--- config.mk ---
export PLATFORM = sky130hd
export DESIGN_NAME = pwm_perf_seq
export DESIGN_NICKNAME = d
export VERILOG_FILES = /design/src/rtl/pwm_perf_pkg.sv /design/src/rtl/pwm_slot_timer.sv /design/src/rtl/pwm_irq_bit.sv /design/src/rtl/pwm_seq_fsm.sv /design/src/rtl/pwm_perf_seq.sv
export SDC_FILE = /design/constraint.sdc
export NUM_CORES = 1
export LEC_CHECK = 0
export BUFFER_PORTS_ARGS = -buffer_cell sky130_fd_sc_hd__buf_2
export CORE_MARGIN = 2
export CORE_UTILIZATION = 55
export CTS_CLUSTER_DIAMETER = 60
export CTS_CLUSTER_SIZE = 10
export DETAILED_ROUTE_END_ITERATION = 10
export GPL_ROUTABILITY_DRIVEN = 0
export PLACE_DENSITY = 0.82
export SYNTH_ARGS = -nofsm -noshare
export SYNTH_HDL_FRONTEND = slang
export SYNTH_SLANG_ARGS = --single-unit
--- constraint.sdc ---
create_clock -name clk_i -period 4.85 [get_ports clk_i]
set_clock_uncertainty 0.05 [all_clocks]
set_input_delay 0.2425 -clock clk_i [delete_from_list [all_inputs] [get_ports clk_i]]
set_output_delay 0.2425 -clock clk_i [all_outputs]
set_load 0.03 [all_outputs]
--- src/rtl/pwm_perf_pkg.sv ---
package pwm_perf_pkg;
  typedef enum logic [2:0] {
    ST_IDLE_RESET,
    ST_MARK,
    ST_WAIT_ACK,
    ST_SPACE,
    ST_MAXPERF
  } seq_state_e;

  localparam int unsigned IRQ_N     = 2;
  localparam int unsigned IRQ_SLEEP = 0;
  localparam int unsigned IRQ_WAKE  = 1;
endpackage

--- src/rtl/pwm_slot_timer.sv ---
module pwm_slot_timer #(
  parameter int unsigned SLOTS  = 8,
  parameter int unsigned SLOT_W = 16,
  localparam int unsigned IDX_W = $clog2(SLOTS)
) (
  input  logic              clk_i,
  input  logic              rst_ni,
  input  logic              restart_i,
  input  logic              tick_i,
  input  logic [SLOT_W-1:0] slot_len_i,
  output logic [IDX_W-1:0]  slot_idx_o,
  output logic              slot_end_o,
  output logic              frame_end_o
);
  logic [SLOT_W-1:0] cnt_q;
  logic [IDX_W-1:0]  idx_q;
  logic [SLOT_W-1:0] len_m1;

  assign len_m1      = (slot_len_i == '0) ? '0 : slot_len_i - SLOT_W'(1);
  // >= so that shortening the length mid-slot ends the slot promptly
  assign slot_end_o  = tick_i && !restart_i && (cnt_q >= len_m1);
  assign frame_end_o = slot_end_o && (idx_q == IDX_W'(SLOTS - 1));
  assign slot_idx_o  = idx_q;

  always_ff @(posedge clk_i or negedge rst_ni) begin
    if (!rst_ni) begin
      cnt_q <= '0;
      idx_q <= '0;
    end else if (restart_i) begin
      cnt_q <= '0;
      idx_q <= '0;
    end else if (tick_i) begin
      if (slot_end_o) begin
        cnt_q <= '0;
        idx_q <= frame_end_o ? '0 : idx_q + IDX_W'(1);
      end else begin
        cnt_q <= cnt_q + SLOT_W'(1);
      end
    end
  end

  assert_tick_gates_slot_R3: assert property (@(posedge clk_i) disable iff (!rst_ni)
    (!tick_i && !restart_i) |=> $stable(idx_q));
endmodule

--- src/rtl/pwm_irq_bit.sv ---
module pwm_irq_bit (
  input  logic clk_i,
  input  logic rst_ni,
  input  logic set_i,
  input  logic clr_i,
  output logic irq_o
);
  always_ff @(posedge clk_i or negedge rst_ni) begin
    if (!rst_ni)    irq_o <= 1'b0;
    else if (set_i) irq_o <= 1'b1;
    else if (clr_i) irq_o <= 1'b0;
  end
endmodule

--- src/rtl/pwm_seq_fsm.sv ---
module pwm_seq_fsm
  import pwm_perf_pkg::*;
#(
  parameter int unsigned SLOTS = 8,
  localparam int unsigned LVL_W = $clog2(SLOTS + 1),
  localparam int unsigned IDX_W = $clog2(SLOTS)
) (
  input  logic             clk_i,
  input  logic             rst_ni,
  input  logic             lvl_wr_i,
  input  logic [LVL_W-1:0] lvl_data_i,
  input  logic             maxperf_i,
  input  logic             wfi_ack_i,
  input  logic             vready_i,
  input  logic [IDX_W-1:0] slot_idx_i,
  input  logic             slot_end_i,
  input  logic             frame_end_i,
  output logic             restart_o,
  output logic             pwr_req_o,
  output logic             sleep_set_o,
  output logic             wake_set_o
);
  seq_state_e       state_q, state_d;
  logic [LVL_W-1:0] lvl_q, lvl_clamped;
  logic             mark_end, full;

  always_comb begin
    lvl_clamped = lvl_data_i;
    if (lvl_data_i == '0)                    lvl_clamped = LVL_W'(1);
    else if (lvl_data_i > LVL_W'(SLOTS))     lvl_clamped = LVL_W'(SLOTS);
  end

  always_ff @(posedge clk_i or negedge rst_ni) begin
    if (!rst_ni)       lvl_q <= LVL_W'(SLOTS);
    else if (lvl_wr_i) lvl_q <= lvl_clamped;
  end

  assign full     = (lvl_q == LVL_W'(SLOTS));
  assign mark_end = slot_end_i && (slot_idx_i == IDX_W'(lvl_q - LVL_W'(1)));

  always_comb begin
    state_d     = state_q;
    sleep_set_o = 1'b0;
    wake_set_o  = 1'b0;
    if (maxperf_i) begin
      state_d    = ST_MAXPERF;
      wake_set_o = (state_q != ST_MAXPERF);
    end else if (state_q == ST_IDLE_RESET || state_q == ST_MAXPERF || lvl_wr_i) begin
      state_d = ST_MARK;
    end else begin
      unique case (state_q)
        ST_MARK: if (mark_end && !full) begin
          state_d     = ST_WAIT_ACK;
          sleep_set_o = 1'b1;
        end
        ST_WAIT_ACK: begin
          if (frame_end_i)                 state_d = ST_MARK;   // no drop, no wake
          else if (wfi_ack_i && vready_i)  state_d = ST_SPACE;
        end
        ST_SPACE: if (frame_end_i) begin
          state_d    = ST_MARK;
          wake_set_o = 1'b1;
        end
        default: ;
      endcase
    end
  end

  assign restart_o = maxperf_i || lvl_wr_i ||
                     (state_q == ST_MAXPERF) || (state_q == ST_IDLE_RESET);
  assign pwr_req_o = (state_q != ST_SPACE);

  always_ff @(posedge clk_i or negedge rst_ni) begin
    if (!rst_ni) state_q <= ST_IDLE_RESET;
    else         state_q <= state_d;
  end

  assert_drop_needs_ack_R5: assert property (@(posedge clk_i) disable iff (!rst_ni)
    $fell(pwr_req_o) |-> $past(wfi_ack_i && vready_i && state_q == ST_WAIT_ACK));
  assert_override_power_R10: assert property (@(posedge clk_i) disable iff (!rst_ni)
    maxperf_i |=> (pwr_req_o && state_q == ST_MAXPERF));
  assert_full_no_sleep_R4: assert property (@(posedge clk_i) disable iff (!rst_ni)
    (full && !lvl_wr_i) |-> !sleep_set_o);
  assert_rise_wakes_R6: assert property (@(posedge clk_i) disable iff (!rst_ni)
    $rose(pwr_req_o) |-> $past(wake_set_o || lvl_wr_i));
  assert_level_range_R8: assert property (@(posedge clk_i) disable iff (!rst_ni)
    (lvl_q >= LVL_W'(1)) && (lvl_q <= LVL_W'(SLOTS)));
  assert_late_ack_keeps_power_R7: assert property (@(posedge clk_i) disable iff (!rst_ni)
    (state_q == ST_WAIT_ACK && frame_end_i && !maxperf_i && !lvl_wr_i)
      |=> (pwr_req_o && !wake_set_o && state_q == ST_MARK));
endmodule

--- src/rtl/pwm_perf_seq.sv ---
module pwm_perf_seq
  import pwm_perf_pkg::*;
#(
  parameter int unsigned SLOTS    = 8,
  parameter int unsigned SLOT_W   = 16,
  parameter int unsigned SLOT_RST = 100,
  localparam int unsigned LVL_W   = $clog2(SLOTS + 1),
  localparam int unsigned IDX_W   = $clog2(SLOTS)
) (
  input  logic              clk_i,
  input  logic              rst_ni,
  input  logic              lvl_wr_i,
  input  logic [LVL_W-1:0]  lvl_data_i,
  input  logic              slot_wr_i,
  input  logic [SLOT_W-1:0] slot_data_i,
  input  logic              tick_i,
  input  logic              wfi_ack_i,
  input  logic              vready_i,
  input  logic              maxperf_i,
  input  logic              icr_wr_i,
  input  logic [1:0]        icr_data_i,
  output logic              pwr_req_o,
  output logic              sleep_irq_o,
  output logic              wake_irq_o
);
  logic [SLOT_W-1:0] slot_len_q;
  logic [IDX_W-1:0]  slot_idx;
  logic              slot_end, frame_end, restart;
  logic [IRQ_N-1:0]  irq_set, irq_q;

  always_ff @(posedge clk_i or negedge rst_ni) begin
    if (!rst_ni)        slot_len_q <= SLOT_W'(SLOT_RST);
    else if (slot_wr_i) slot_len_q <= slot_data_i;
  end

  pwm_slot_timer #(.SLOTS(SLOTS), .SLOT_W(SLOT_W)) u_timer (
    .clk_i, .rst_ni,
    .restart_i  (restart),
    .tick_i,
    .slot_len_i (slot_len_q),
    .slot_idx_o (slot_idx),
    .slot_end_o (slot_end),
    .frame_end_o(frame_end)
  );

  pwm_seq_fsm #(.SLOTS(SLOTS)) u_fsm (
    .clk_i, .rst_ni,
    .lvl_wr_i, .lvl_data_i, .maxperf_i, .wfi_ack_i, .vready_i,
    .slot_idx_i (slot_idx),
    .slot_end_i (slot_end),
    .frame_end_i(frame_end),
    .restart_o  (restart),
    .pwr_req_o,
    .sleep_set_o(irq_set[IRQ_SLEEP]),
    .wake_set_o (irq_set[IRQ_WAKE])
  );

  for (genvar g = 0; g < IRQ_N; g++) begin : g_irq
    pwm_irq_bit u_irq (
      .clk_i, .rst_ni,
      .set_i(irq_set[g]),
      .clr_i(icr_wr_i && icr_data_i[g]),
      .irq_o(irq_q[g])
    );
  end

  assign sleep_irq_o = irq_q[IRQ_SLEEP];
  assign wake_irq_o  = irq_q[IRQ_WAKE];

  assert_sleep_clear_R9: assert property (@(posedge clk_i) disable iff (!rst_ni)
    (icr_wr_i && icr_data_i[0] && !irq_set[IRQ_SLEEP]) |=> !sleep_irq_o);
  assert_wake_clear_R9: assert property (@(posedge clk_i) disable iff (!rst_ni)
    (icr_wr_i && icr_data_i[1] && !irq_set[IRQ_WAKE]) |=> !wake_irq_o);
  assert_override_wake_R10: assert property (@(posedge clk_i) disable iff (!rst_ni)
    $rose(maxperf_i) |=> wake_irq_o);
endmodule

Word-level counts from Yosys, hierarchy flattened
Cells that the tools add are included.

storage, ports and cells
  register bits after elaboration = 44
  input port bits = 31
  logic and storage cells = 79

cells by class
  $add $sub $neg = 4
  magnitude comparators = 2
  eq/ne operators = 12
  multiplexer cells = 29
  reduce and logical (&&, ||, !) cells = 25

operator list
  cell                     count
  $mux W16                 4
  $mux W3                  10
  $add A16 B1 Y16 const B  1
  $ge A16 B16 Y1           1
  $logic_not A16 Y1        1
  $sub A16 B1 Y16 const B  1
  $mux W1                  12
  $pmux W3 S3              1
  $logic_and A1 B1 Y1      8
  $mux W4                  2
  $reduce_bool A2 Y1       4
  $eq A3 B2 Y1 const B     2
  $eq A3 B3 Y1 const B     2
  $logic_or A1 B1 Y1       5
  $ne A5 B3 Y1 const B     1
  $reduce_bool A5 Y1       1
  $eq A4 B4 Y1 const B     1
  $gt A4 B4 Y1 const B     1
  $logic_not A4 Y1         1
  $ne A4 B2 Y1 const B     1
  $ne A4 B3 Y1 const B     1
  $reduce_and A4 Y1        1
  $add A3 B1 Y3 const B    1
  $eq A3 B1 Y1 const B     1
  other kinds (7)          8

Depth between registers and ports, before layout
  word-level depth = 13
  depth in mapped cells = 16
  mapped depth without buffers = 13

Cells and area by module
Synthesis repeated with hierarchy kept, for this count alone.

unflattened totals
  cells, all modules = 291
  area total of the unflattened synthesis = 2,985.4 µm²

by module, submodules not included
  module          times used  cells an instance  area each (µm²)  seq. area each (µm²)
  pwm_slot_timer  1           194                1,737.9          475.5
  pwm_perf_seq    1           36                 665.6            404.1
  pwm_seq_fsm     1           55                 509.2            176.4
  pwm_irq_bit     2           3                  36.3             25.0

Least setup slack after synthesis
No wires, ideal clock.

  path type = reg2reg
  start point = register slot_len_q[3]
  end point = register u_timer.cnt_q[10]
  arrival time = 3.845 ns
  required time = 4.679 ns
  slack = 0.834 ns
  stages on the path, launching flop included = 17
  path buffers = 3
  period minus slack after synthesis = 4.016 ns
  cells stage by stage = dfrtp_1 -> or4_4 -> nor4_4 -> nand3b_1 -> or4b_1 -> buf_2 -> nor3b_1 -> a21oi_1 -> ha_1 -> and4_1 -> nand2_1 -> or4_1 -> and3_1 -> clkbuf_1 -> o21ai_0 -> buf_2 -> nor2_1

on the way
  word-level cells in the longest chain between the ends = 7
  elaborated cells on any way between the ends = 8
  classes of those cells = add/sub: 1; order compare: 1; mux: 4; reduce/logical: 2

RTL lines
  item                                                         RTL line              RTL
  start, declared                                              pwm_perf_seq.sv:26    logic [SLOT_W-1:0] slot_len_q;
  start signal, assigned                                       pwm_perf_seq.sv:32    if (!rst_ni) slot_len_q <= SLOT_W'(SLOT_RST);
  start signal, assigned                                       pwm_perf_seq.sv:33    else if (slot_wr_i) slot_len_q <= slot_data_i;
  $sub A16 B1 Y16 / $logic_not A16 Y1 (equally long branches)  pwm_slot_timer.sv:19  assign len_m1 = (slot_len_i == '0) ? '0 : slot_len_i - SLOT_W'(1);
  $mux W16 (*)                                                 pwm_slot_timer.sv:19
  $ge A16 B16 Y1 (*)                                           pwm_slot_timer.sv:21  assign slot_end_o = tick_i && !restart_i && (cnt_q >= len_m1);
  $logic_and A1 B1 Y1 (*)                                      pwm_slot_timer.sv:21
  $mux W16 (*)                                                 pwm_slot_timer.sv:33  if (slot_end_o) begin
  $mux W16 (*)                                                 pwm_slot_timer.sv:32  end else if (tick_i) begin
  $mux W16 (*)                                                 pwm_slot_timer.sv:29  end else if (restart_i) begin
  end signal, assigned                                         pwm_slot_timer.sv:37  cnt_q <= cnt_q + SLOT_W'(1);
  end, declared                                                pwm_slot_timer.sv:15  logic [SLOT_W-1:0] cnt_q;

Mark *: on every way between the ends. The rest lies on a longest branch, timed or not. The select of a mux whose other input is x is not followed.
A chain may end at the register's enable or synchronous reset.

Worst setup path after layout
  start point = register slot_len_q[3]
  end point = register u_timer.cnt_q[14]

Same word-level chain as after synthesis.

==> out/qor.yml <==
run_status:
  run_status: "complete, no violations"
drt:
  route.antenna.remaining_nets: 0
  avgRoutedWirePerCell_um: 13.9
  vias: 2256
  dr.first_iter.drc_count: 117
  drc: 0
  viasPerCell: 5.56
  firstDrtPassIters: 4
  drt-total-wl_um: 5620
worst_setup_path:
  critPathRequiredTime_ns: 5.02
  path_cells: "or4_4 -> nor4_4 -> nand3b_1 -> or4b_1 -> and2_1 -> ha_1 -> nand2b_1 -> a2111oi_0 -> or4_1 -> nand3_1 -> or4_1 -> a31oi_1"
  slowest_stage: "or4b_1"
  crit_fanout: 16
  cp.arrival_ns: 4.49
  cp_slowest_stage_delay_ns: 0.75
  startpoint_type: "flop"
  end_kind: "flop"
  path_class: "flop to flop"
  cpMostUsedCell: "or4_1"
clock_tree:
  cts_buffers: 5
  root_buffer: "clkbuf_8"
  worstSkewPairLatency_ns: 0.30
  postCtsSetupRepairBufs: 0
  clock_path_buffers: 2
  post_cts_resized: 0
  h-tree-depth: 2
  hold_buffers: 0
  cts_tree: "built"
  clk_pin_slew_ns: 0.08
  cts.sinks: 44
power_and_ir_drop:
  vdd_drop_max_mv: 0.170
  p_per_area_nw_per_um2: 266
  p_leak_nw: 1.40
synthesis:
  synth_edf_count: 0
  ys_types: 46
  netlist_area_sq_um: 2830
  seq_area_frac_synth_pct: 39.1
  syn-num-nets: 360
  synth_top_area_cell: "dfrtp_1"
  ys_top_cells_by_count: "40 x dfrtp_1, 39 x nand2_1, 28 x nor2_1, 23 x ha_1, 16 x o21ai_0"
  ys_warn_count: 0
  yosysMostFrequentCell: "dfrtp_1"
  async_flop_share_pct: 100
  postSynthCellCount: 306
  synth_top_area_share_pct: 35.4
  syn_avg_cell_area_sq_um: 9.23
  synth_area_leaders: "dfrtp_1 35%, ha_1 10%, mux2_2 6.0%, nand2_1 5.2%, xor2_1 4.3%"
  yosys_most_used_dff: "dfrtp_1"
  ys_seq_elements: 44
die:
  die_width_um: 75.7
  fp.dieH_um: 75.7
  core_area_sq_um: 5040
  start_util_pct: 56.0
  rows: 26
  die_area_sq_um: 5730
  io_pins: 34
global_routing:
  grt_first_pass_wirelength_um: 9790
  grt_pass1_vias: 2187
  grt_max_degree: 45
  globalRoute.totalOverflow: 0
  grt.total_usage_pct: 22.4
  antenna_found_initial: 0
timing:
  slew_headroom_pct: 28.0
  fin_ws_ns: 0.534
  hold_viol: 0
  drv_slew: 0
  period_needed_ns: 4.32
  finalCritPeriodShare_pct: 89.0
  tns_ns: 0
  finalSetupViolations: 0
  tightest_slew_ns: 1.07
  rsz0062_at_grt: "no"
  clock.fmax_ghz: 0.232
place:
  dpl_worst_slack_ns: 0.498
  dpl.hpwl_um: 4310
  port_buffers: 33
job:
  cap_violations: 0
cells_and_area:
  fin_nets: 389
  area_growth_pct: 12.0
  num_antenna_cells: 0
  drive_gt1_share_pct: 19.3
worst_hold_path:
  hold_class: "input pin to async pin"
## area by class of cell
type,instances,area [sq um]
Tap cell,70,87.6
Sequential cell,44,1110
Clock inverter,1,30.0
Clock buffer,7,96.3
Multi-Input combinational cell,240,1630
Fill cell,428,1880
Inverter,10,37.5
Timing Repair Buffer,34,173
## critical path: cells and delay by family, from the launching register on
kind | cells | cell delay, ns
flops | 1 | 0.44
compound gates | 2 | 0.55
simple gates | 9 | 2.96
fa+ha+maj | 1 | 0.26
## where the power goes
group	total, W	internal, W	switching [W]
registers	0.000411	0.000388	0.0000225
logic	0.000125	0.0000584	0.0000664
clock network	0.000306	0.000182	0.000124
total	0.000841	0.000628	0.000213
## cell usage in the layout, fill, tap and decap left out, types with 7 or more instances in the layout
cell      Yosys  final
inv_1        10     10
mux2_2       15     15
xor2_1       14     14
nand3_1      11     11
a21oi_1      14     14
dfrtp_1      40     40
clkbuf_8      0      7
nor2_1       28     28
xnor2_1      11     11
buf_2         3     33
ha_1         23     23
o21ai_0      16     16
nand2_1      39     39
## registers in the layout, summed over array words and instances, names as in the netlist
signal / flops
u_fsm.state_q: 3
slot_len_q: 16
u_fsm.lvl_q: 4
u_timer.slot_idx_o: 3
g_irq.u_irq.irq_o: 2
u_timer.cnt_q: 16
## cell families (layout without fill, tap and decap cells)
logic type               after synthesis  after routing  share of synthesized area [%]
AND/OR/NAND/NOR                      122            122                           21.7
AO/OA/AOI/OAI                         54             54                           11.8
flip-flops                            44             44                           39.1
XOR/XNOR                              25             25                           7.75
adder cells (fa/ha/maj)               23             23                           10.2
buffers and inverters                 22             52                           3.06
multiplexers                          16             16                           6.33
## metal layers
metal | vias up | wire length [um] | part of all wire [%] | GRT usage [%]
met3 | 9 | 226 | 4.0 | 4.23
met2 | 59 | 2850 | 51 | 40.0
li1 | 1135 | - | - | -
met4 | 0 | 87 | 1.5 | 7.21
met5 | - | 0 | 0 | 0
met1 | 1053 | 2470 | 44 | 27.2
## through the flow
step / utilization, % / hold slack [ns] / cell area [sq um] / std cells / power (W)
3_5_place_dp: 60.2 / 0.404 / 3040 / 398 / 0.000544
2_1_floorplan: - / -0.103 / 2830 / 306 / 0.000500
4_1_cts: 62.7 / 0.0859 / 3160 / 406 / 0.000849
3_3_place_gp: 60.2 / 0.398 / 3040 / 398 / 0.000537
6_report: 62.7 / 0.0374 / 3160 / 406 / 0.000841
5_1_grt: 62.7 / 0.0935 / 3160 / 406 / 0.000886
## path summary, 6_finish.rpt
kind	from	to	slack, ns	depth (start not counted)
setup / recovery	slot_len_q[3]	u_timer.cnt_q[14]	0.53	12
hold / removal	rst_ni	u_fsm.lvl_q[1]	0.04	1
setup reg to reg	slot_len_q[3]	u_timer.cnt_q[14]	0.53	12
hold reg to reg	g_irq[0].u_irq.irq_o	g_irq[0].u_irq.irq_o	0.43	2
max in group asynchronous	rst_ni	slot_len_q[4]	4.11	1
min in group clk_i	maxperf_i	u_fsm.state_q[0]	0.09	2
Note: power is estimated with default switching activity, not from simulation.
